File: src/rtl/cal_pkg.sv
package cal_pkg;

  function automatic logic bcd_ok(input logic [7:0] v);
    return (v[7:4] <= 4'd9) && (v[3:0] <= 4'd9);
  endfunction

  function automatic logic [7:0] bcd_inc(input logic [7:0] v);
    if (v[3:0] >= 4'd9) return {v[7:4] + 4'd1, 4'd0};
    return {v[7:4], v[3:0] + 4'd1};
  endfunction

  // divisible by 4: even tens need ones 0/4/8, odd tens need ones 2/6
  function automatic logic bcd_leap(input logic [7:0] y);
    if (y[4]) return (y[3:0] == 4'd2) || (y[3:0] == 4'd6);
    return (y[3:0] == 4'd0) || (y[3:0] == 4'd4) || (y[3:0] == 4'd8);
  endfunction

endpackage

File: src/rtl/cal_prescaler.sv
module cal_prescaler #(
  parameter int PRE_BITS = 15,
  parameter int FT_TAP   = 5
) (
  input  logic clk_i,
  input  logic rst_ni,
  input  logic clr_i,
  input  logic en_i,
  output logic wrap_o,
  output logic ftest_o
);
  logic [PRE_BITS-1:0] cnt_q;

  assign wrap_o  = en_i && !clr_i && (&cnt_q);
  assign ftest_o = cnt_q[FT_TAP];

  always_ff @(posedge clk_i or negedge rst_ni) begin
    if (!rst_ni)    cnt_q <= '0;
    else if (clr_i) cnt_q <= '0;
    else if (en_i)  cnt_q <= cnt_q + 1'b1;
  end

  p_idle_hold_r8: assert property (@(posedge clk_i) disable iff (!rst_ni)
    !en_i && !clr_i |=> $stable(ftest_o));

endmodule

File: src/rtl/cal_month_len.sv
module cal_month_len (
  input  logic [7:0] mon_i,
  input  logic [7:0] year_i,
  output logic [7:0] last_o
);
  import cal_pkg::*;

  always_comb begin
    unique case (mon_i)
      8'h02:                      last_o = bcd_leap(year_i) ? 8'h29 : 8'h28;
      8'h04, 8'h06, 8'h09, 8'h11: last_o = 8'h30;
      default:                    last_o = 8'h31;
    endcase
  end

endmodule

File: src/rtl/cal_bcd_field.sv
module cal_bcd_field #(
  parameter logic [7:0] MIN_VAL = 8'h00
) (
  input  logic       clk_i,
  input  logic       rst_ni,
  input  logic       load_i,
  input  logic [7:0] load_val_i,
  input  logic       step_i,
  input  logic [7:0] max_i,
  output logic [7:0] val_o,
  output logic       carry_o
);
  import cal_pkg::*;

  logic [7:0] q, nxt;
  logic       bad;

  assign bad     = !bcd_ok(q) || (q > max_i);
  assign carry_o = step_i && !load_i && !bad && (q == max_i);
  assign val_o   = q;

  always_comb begin
    if (bad || q == max_i) nxt = MIN_VAL;
    else                   nxt = bcd_inc(q);
  end

  always_ff @(posedge clk_i or negedge rst_ni) begin
    if (!rst_ni)     q <= MIN_VAL;
    else if (load_i) q <= load_val_i;
    else if (step_i) q <= nxt;
  end

  p_step_legal_r11: assert property (@(posedge clk_i) disable iff (!rst_ni)
    step_i && !load_i |=> bcd_ok(val_o) && (val_o >= MIN_VAL));
  p_hold_r8: assert property (@(posedge clk_i) disable iff (!rst_ni)
    !step_i && !load_i |=> $stable(val_o));

endmodule

File: src/rtl/bcd_calendar_counter.sv
module bcd_calendar_counter #(
  parameter int PRE_BITS = 15,
  parameter int FT_TAP   = 5
) (
  input  logic       clk_i,
  input  logic       rst_ni,
  input  logic       osc_en_i,
  input  logic       stop_i,
  input  logic       load_i,
  input  logic [7:0] ld_sec_i,
  input  logic [7:0] ld_min_i,
  input  logic [7:0] ld_hour_i,
  input  logic [7:0] ld_dow_i,
  input  logic [7:0] ld_date_i,
  input  logic [7:0] ld_mon_i,
  input  logic [7:0] ld_year_i,
  output logic [7:0] sec_o,
  output logic [7:0] min_o,
  output logic [7:0] hour_o,
  output logic [7:0] dow_o,
  output logic [7:0] date_o,
  output logic [7:0] mon_o,
  output logic [7:0] year_o,
  output logic       ftest_o
);
  logic run, tick;
  logic c_sec, c_min, c_hour, c_dow, c_date, c_mon, c_year;
  logic [7:0] date_last;

  assign run = osc_en_i && !stop_i;

  cal_prescaler #(.PRE_BITS(PRE_BITS), .FT_TAP(FT_TAP)) u_pre (
    .clk_i, .rst_ni, .clr_i(load_i), .en_i(run), .wrap_o(tick), .ftest_o
  );

  cal_month_len u_len (.mon_i(mon_o), .year_i(year_o), .last_o(date_last));

  cal_bcd_field #(.MIN_VAL(8'h00)) u_sec (
    .clk_i, .rst_ni, .load_i, .load_val_i(ld_sec_i), .step_i(tick),
    .max_i(8'h59), .val_o(sec_o), .carry_o(c_sec));
  cal_bcd_field #(.MIN_VAL(8'h00)) u_min (
    .clk_i, .rst_ni, .load_i, .load_val_i(ld_min_i), .step_i(c_sec),
    .max_i(8'h59), .val_o(min_o), .carry_o(c_min));
  cal_bcd_field #(.MIN_VAL(8'h00)) u_hour (
    .clk_i, .rst_ni, .load_i, .load_val_i(ld_hour_i), .step_i(c_min),
    .max_i(8'h23), .val_o(hour_o), .carry_o(c_hour));
  cal_bcd_field #(.MIN_VAL(8'h01)) u_dow (
    .clk_i, .rst_ni, .load_i, .load_val_i(ld_dow_i), .step_i(c_hour),
    .max_i(8'h07), .val_o(dow_o), .carry_o(c_dow));
  cal_bcd_field #(.MIN_VAL(8'h01)) u_date (
    .clk_i, .rst_ni, .load_i, .load_val_i(ld_date_i), .step_i(c_hour),
    .max_i(date_last), .val_o(date_o), .carry_o(c_date));
  cal_bcd_field #(.MIN_VAL(8'h01)) u_mon (
    .clk_i, .rst_ni, .load_i, .load_val_i(ld_mon_i), .step_i(c_date),
    .max_i(8'h12), .val_o(mon_o), .carry_o(c_mon));
  cal_bcd_field #(.MIN_VAL(8'h00)) u_year (
    .clk_i, .rst_ni, .load_i, .load_val_i(ld_year_i), .step_i(c_mon),
    .max_i(8'h99), .val_o(year_o), .carry_o(c_year));

  p_load_all_r9: assert property (@(posedge clk_i) disable iff (!rst_ni)
    load_i |=> (sec_o == $past(ld_sec_i)) && (date_o == $past(ld_date_i))
               && (year_o == $past(ld_year_i)));
  p_stop_freeze_r8: assert property (@(posedge clk_i) disable iff (!rst_ni)
    stop_i && !load_i |=> $stable(sec_o) && $stable(ftest_o));
  p_year_wrap_r7: assert property (@(posedge clk_i) disable iff (!rst_ni)
    c_year |=> year_o == 8'h00);
  p_dow_range_r4: assert property (@(posedge clk_i) disable iff (!rst_ni)
    c_hour |=> (dow_o >= 8'h01) && (dow_o <= 8'h07));
  p_date_wrap_r5: assert property (@(posedge clk_i) disable iff (!rst_ni)
    c_date |=> date_o == 8'h01);

endmodule

File: config.mk
export PLATFORM = sky130hd
export DESIGN_NAME = bcd_calendar_counter
export DESIGN_NICKNAME = d
export VERILOG_FILES = /design/src/rtl/cal_pkg.sv /design/src/rtl/cal_prescaler.sv /design/src/rtl/cal_month_len.sv /design/src/rtl/cal_bcd_field.sv /design/src/rtl/bcd_calendar_counter.sv
export SDC_FILE = /design/constraint.sdc
export NUM_CORES = 1
export LEC_CHECK = 0
export ABC_AREA = 1
export BUFFER_PORTS_ARGS = -buffer_cell sky130_fd_sc_hd__buf_2
export CAP_MARGIN = 20
export CORE_MARGIN = 2
export CORE_UTILIZATION = 50
export CTS_CLUSTER_SIZE = 12
export DETAILED_ROUTE_END_ITERATION = 7
export GPL_ROUTABILITY_DRIVEN = 0
export GPL_TIMING_DRIVEN = 1
export PLACE_DENSITY = 0.79
export SLEW_MARGIN = 25
export SYNTH_ARGS = -nofsm -noshare
export SYNTH_HDL_FRONTEND = slang
export SYNTH_HIERARCHICAL = 1
export SYNTH_SLANG_ARGS = --single-unit
export TNS_END_PERCENT = 20
File: constraint.sdc
create_clock -name clk_i -period 10.6 [get_ports clk_i]
set_input_delay 0 -clock clk_i [delete_from_list [all_inputs] [get_ports clk_i]]
set_output_delay 0 -clock clk_i [all_outputs]
set_load 0.01 [all_outputs]
==> results.py, run 1 <==
metrics = {
    "status": {
        "status": "finished, violations left",
        "violations": "hold timing",
    },
    "clocking": {
        "cts_setup_buffers": 0,
        "cts_root_buf": "clkbuf_16",
        "worstSkewPairLatency_ns": 0.34,
        "cts_resized": 0,
        "cts_inserted_buffers": 9,
        "clk_pin_slew_ns": 0.06,
        "clockBufferDepth": 2,
        "cts.sinks": 71,
        "htree_levels": 3,
        "cts_tree": "done",
    },
    "sta": {
        "worst_slew_pin_slew_ns": 0.665,
        "holdWs_ns": -0.000918,
        "maxSlewViolCount": 0,
        "fin_skew_ns": 0.00828,
        "maxSlewHeadroom_pct": 55.5,
        "setup_ws_ns": 6.50,
        "setup_violations": 0,
        "grt_setup_unrepaired": "no",
        "hold_viol_final": 1,
        "finalSetupTns_ns": 0,
        "fmax_ghz": 0.244,
        "fin_crit_sh_pct": 38.6,
        "layout_min_cycle_time_ns": 4.10,
    },
    "setup_path": {
        "timing.rr.start": "u_pre/cnt_q[0]",
        "cp_max_fo": 7,
        "critPathKind": "flip-flop to flip-flop",
        "r2r_setup_slack_ns": 6.50,
        "crit_path_end_kind": "flip-flop",
        "start_kind": "flip-flop",
        "required_ns": 10.86,
        "worstPathArrival_ns": 4.35,
        "rr_worst_depth": 19,
        "rr_endpoint": "u_year/val_o[3]",
    },
    "min_path": {
        "hold_class": "input pin to flip-flop",
        "min_from": "ld_date_i[4]",
        "min_to": "u_date/val_o[4]",
        "hold-path-cell-count": 5,
    },
    "flow_run": {
        "max-cap-violations": 0,
    },
    "grt": {
        "grt_max_degree": 72,
        "globalRouteTotalUtil_pct": 23.7,
        "grt_overflow_total": 0,
        "grt_pass1_vias": 6602,
        "grt_pass1_wl_mm": 29.1,
        "antenna_found_initial": 0,
    },
    "cells_and_area": {
        "fin_util_pct": 63.9,
        "syn2layout_area_growth_pct": 24.2,
        "antenna_cells": 0,
        "layout_common_cells": "306 x nand2_1, 146 x inv_1, 116 x buf_2, 107 x nor2_1, 99 x ha_1",
        "drive_above_1_share_pct": 18.7,
        "nFillCells": 1203,
        "fin_cells": 1440,
        "nets": 1415,
        "final_common_cell": "nand2_1",
    },
    "placement": {
        "dp.final_hpwl_mm": 12.2,
        "place_inst": 1371,
        "pre_cts_ws_ns": 6.52,
        "portBuffers": 117,
    },
    "die": {
        "ios": 118,
        "chipWidth_microns": 124,
        "start_util_pct": 51.4,
        "dieHeight_microns": 124,
        "die_area_sq_um": 15400,
        "rows": 43,
        "core_region_area_sq_um": 14000,
    },
    "power": {
        "peakVddDrop_mv": 0.0967,
        "power_density_nw_per_um2": 134,
        "p_leak_nw": 4.95,
    },
    "drt": {
        "drc": 0,
        "viasPerCell": 4.94,
        "avgRoutedWirePerCell_microns": 12.1,
        "routed-via-count": 7118,
        "dr.pass1.iters": 5,
        "wirelength_mm": 17.4,
        "dr.first_iter.drc_count": 493,
        "postRouteAntennaNets": 0,
    },
    "synthesis": {
        "synth_warnings": 6,
        "synthCells": 1038,
        "syn_area_per_cell_sq_um": 6.93,
        "synth_area_sq_um": 7190,
    },
}
-- worst max-delay path by stage --
stage / startpoint / to / cells past startpoint
after floorplan: u_sec/val_o[0] / u_year/val_o[3] / 20
after global placement: u_pre/cnt_q[0] / u_year/val_o[3] / 19
after detailed placement: u_pre/cnt_q[0] / u_year/val_o[3] / 19
after CTS: u_pre/cnt_q[0] / u_year/val_o[3] / 19
after global routing: u_pre/cnt_q[0] / u_year/val_o[3] / 19
final: u_pre/cnt_q[0] / u_year/val_o[3] / 19
-- critical path: stages (launching register included) --
cell and delay [ns]:
dfrtp_1 0.38, ha_1 0.23, nand2_1 0.08, nor2_2 0.19
nand2_1 0.09, nor4_2 0.29, inv_1 0.07, nor4_1 0.35
inv_1 0.07, nor4_1 0.34, inv_1 0.09, nor4_1 0.49
nand2_1 0.10, nor3_1 0.28, nand2_1 0.09, nor3_1 0.24
nor2_1 0.17, a21oi_1 0.19, o21ai_0 0.11, o21ai_0 0.16
-- area by class of cell --
cell class              instances  area [sq um]  area share (%)
inverters                     180           676            7.56
clock inverters                 6          83.8           0.938
flip-flops and latches         71          1780            19.9
clock buffers                  10           239            2.68
repair buffers                171          1130            12.6
multi-input cells             822          4800            53.7
well taps                     180           225            2.52
-- repair_timing --
item / 4_1_cts / 5_1_grt
hold buffers: 53 / 0
hold endpoints to repair: 120 / 0
endpoints found under the setup margin: 0 / 0
-- registers in the layout, indices dropped and copies added, names as in the netlist --
register      flops
u_pre/cnt_q      15
u_date/val_o      8
u_dow/val_o       8
u_hour/val_o      8
u_min/val_o       8
u_mon/val_o       8
u_sec/val_o       8
u_year/val_o      8
-- where the power goes --
| part | internal [mW] | total [mW] | switching [mW] | leakage [nW] |
|---|---|---|---|---|
| sequential | 0.309 | 0.386 | 0.0764 | 0.902 |
| clock | 0.212 | 0.331 | 0.119 | 0.162 |
| combinational | 0.191 | 0.477 | 0.286 | 3.88 |
| total | 0.712 | 1.19 | 0.481 | 4.95 |
-- metal layers --
metal	GRT usage, %	wire [microns]	vias up	part of all wire [%]
li1	-	-	3697	-
met1	29.4	7890	3212	45
met2	41.8	8470	181	49
met3	4.44	781	28	4.5
met4	7.16	299	0	1.7
met5	0	0	-	0
-- through the flow --
step                cell area, sq um  total power, mW  hold slack [ns]
floorplan                       7370            0.708           -0.296
global placement                8080            0.826            0.200
detailed placement              8080            0.841            0.200
CTS                             8930             1.19          0.00142
global route                    8930             1.29           0.0353
finish                          8930             1.19        -0.000918
(Power assumes the default switching activity.)
==> inputs of run 2 (changes only) <==
==> constraint.sdc (replaced) <==
create_clock -name clk_i -period 4.3 [get_ports clk_i]
set_input_delay 0 -clock clk_i [delete_from_list [all_inputs] [get_ports clk_i]]
set_output_delay 0 -clock clk_i [all_outputs]
set_load 0.01 [all_outputs]
==> run 2 against run 1 <==
- the flow still finishes with violations (hold timing)
- clock skew is 0.0027 ns lower
- cell count is 0.28% higher
- combinational power is 150% higher
- non-clock buffer count is 3 higher
- setup slack worse by 6.2 ns
- clock power grew to 2.6 times the previous value
- routed wire length is 0.23% higher
- register-to-register slack worse by 6.2 ns
- critical endpoint unchanged
- core utilization is 0.55 points higher
- first-iteration DRC count is 23% lower
==> results.py, run 2 (same netlist as run 1, synthesis figures left out) <==
metrics = {
    "min_path": {
        "hold_class": "input pin to flip-flop",
    },
    "setup_path": {
        "start_kind": "flip-flop",
        "crit_path_end_kind": "flip-flop",
        "cp_max_fo": 7,
        "r2r_setup_slack_ns": 0.35,
        "required_ns": 4.56,
        "rr_endpoint": "u_year/val_o[3]",
        "startpoint": "u_pre/cnt_q[0]",
        "critPathKind": "flip-flop to flip-flop",
        "rr_worst_depth": 19,
        "crit_end": "u_year/val_o[3]",
        "timing.rr.start": "u_pre/cnt_q[0]",
        "worstPathArrival_ns": 4.21,
    },
    "sta": {
        "layout_min_cycle_time_ns": 3.95,
        "finalSetupTns_ns": 0,
        "maxSlewViolCount": 0,
        "holdWs_ns": -0.00223,
        "fmax_ghz": 0.253,
        "fin_skew_ns": 0.00560,
        "hold_viol_final": 1,
        "maxSlewHeadroom_pct": 44.9,
        "worst_slew_pin_slew_ns": 0.826,
        "fin_crit_sh_pct": 91.8,
        "setup_violations": 0,
    },
    "die": {
        "die_area_sq_um": 15400,
        "chipWidth_microns": 124,
        "core_region_area_sq_um": 14000,
        "ios": 118,
        "rows": 43,
        "dieHeight_microns": 124,
        "start_util_pct": 51.4,
    },
    "placement": {
        "dp.final_hpwl_mm": 12.5,
        "placedInstanceArea_sq_um": 8080,
        "portBuffers": 117,
    },
    "drt": {
        "route.layer.met1.wl_mm": 7.70,
        "wl_met3_microns": 771,
        "routed-via-count": 7108,
        "wirelength_mm": 17.5,
        "drc": 0,
        "dr.pass1.iters": 4,
        "route.met2.wl_mm": 8.65,
        "postRouteAntennaNets": 0,
        "top_layer": "met4",
        "avgRoutedWirePerCell_microns": 12.1,
        "dr.first_iter.drc_count": 379,
        "viasPerCell": 4.92,
    },
    "grt": {
        "grt_overflow_total": 0,
        "antenna_found_initial": 1,
        "globalRouteTotalUtil_pct": 24.0,
        "grt_pass1_wl_mm": 29.5,
        "grt_pass1_vias": 6714,
        "grt_max_degree": 75,
    },
    "clocking": {
        "clk_pin_slew_ns": 0.06,
        "worstSkewPairLatency_ns": 0.34,
        "cts_root_buf": "clkbuf_16",
        "cts.sinks": 71,
        "cts_tree": "done",
        "htree_levels": 3,
        "clockBufferDepth": 2,
        "cts_inserted_buffers": 9,
        "cts_setup_buffers": 0,
    },
    "cells_and_area": {
        "top_register": "u_pre/cnt_q",
        "drive_above_1_share_pct": 19.1,
        "final_common_cell": "nand2_1",
        "nets": 1418,
        "layout_common_cells": "306 x nand2_1, 146 x inv_1, 116 x buf_2, 107 x nor2_1, 99 x ha_1",
        "final_area_sq_um": 9010,
        "largest_reg_flops": 15,
        "syn2layout_area_growth_pct": 25.3,
        "fin_util_pct": 64.4,
    },
    "power": {
        "power.internal_mw": 1.82,
        "peakVddDrop_mv": 0.180,
        "p_leak_nw": 4.97,
        "seq_power_share_pct": 31.6,
        "combPwrFrac_pct": 39.2,
        "power_density_nw_per_um2": 333,
        "p_sw_share_pct": 39.5,
        "power.switching_mw": 1.19,
        "p_clk_share_pct": 29.2,
        "fin_total_pwr_mw": 3.00,
    },
    "status": {
        "status": "finished, violations left",
        "violations": "hold timing",
    },
    "flow_run": {
        "max-cap-violations": 0,
    },
}
==> run 2: worst min path at each step <==
stage | startpoint | endpoint | slack, ns | cells after the start
floorplan | rst_ni | u_date/val_o[1] | -0.30 | 0
global placement | rst_ni | u_dow/val_o[5] | 0.20 | 1
detailed placement | rst_ni | u_dow/val_o[7] | 0.20 | 1
CTS | ld_date_i[4] | u_date/val_o[4] | 0.007 | 5
global route | ld_date_i[7] | u_date/val_o[7] | 0.03 | 5
finish | ld_date_i[4] | u_date/val_o[4] | -0.002 | 5
==> run 2: worst max-delay path, stage by stage (launching register included) <==
cell and delay, ns:
dfrtp_1 0.39, ha_1 0.23, nand2_1 0.08, nor2_2 0.21
nand2_1 0.10, nor4_2 0.29, inv_1 0.09, nor4_2 0.31
inv_1 0.10, nor4_2 0.30, inv_1 0.09, nor4_2 0.39
nand2_1 0.12, nor3_2 0.22, nand2_1 0.08, nor3_1 0.25
nor2_1 0.19, a21oi_1 0.19, o21ai_0 0.09, o21ai_0 0.16
==> run 2: power groups by stage <==
| stage | combinational, mW | clock, mW | sequential [mW] |
|---|---|---|---|
| after floorplan | 0.785 | 0 | 0.961 |
| after global placement | 1.08 | 0 | 0.955 |
| after detailed placement | 1.12 | 0 | 0.961 |
| after CTS | 1.17 | 0.895 | 0.950 |
| after global routing | 1.36 | 0.920 | 0.974 |
| final | 1.18 | 0.876 | 0.949 |
==> run 2: final cells by class <==
type / instances / area [sq um]
Sequential cell: 71 / 1780
Inverter: 180 / 676
Tap cell: 180 / 225
Timing Repair Buffer: 174 / 1160
Multi-Input combinational cell: 822 / 4820
Antenna cell: 1 / 2.50
Fill cell: 1258 / 4980
Clock inverter: 6 / 108
Clock buffer: 10 / 239
==> run 2: what timing repair did <==
action	CTS	global route
resized for setup	0	4
hold buffers	55	0
endpoints found under the hold margin	122	0
setup endpoints to repair	0	15
==> run 2: per-stage QoR <==
step	cells	setup WS [ns]
floorplan	1087	0.940
global placement	1372	0.440
detailed placement	1372	0.182
CTS	1443	0.139
global route	1444	-0.131
finish	1444	0.351
==> run 2: per-layer routing <==
metal / global-route usage, % / vias up
li1: - / 3709
met1: 29.6 / 3207
met2: 42.8 / 168
met3: 3.57 / 24
met4: 8.57 / 0
met5: 0 / -
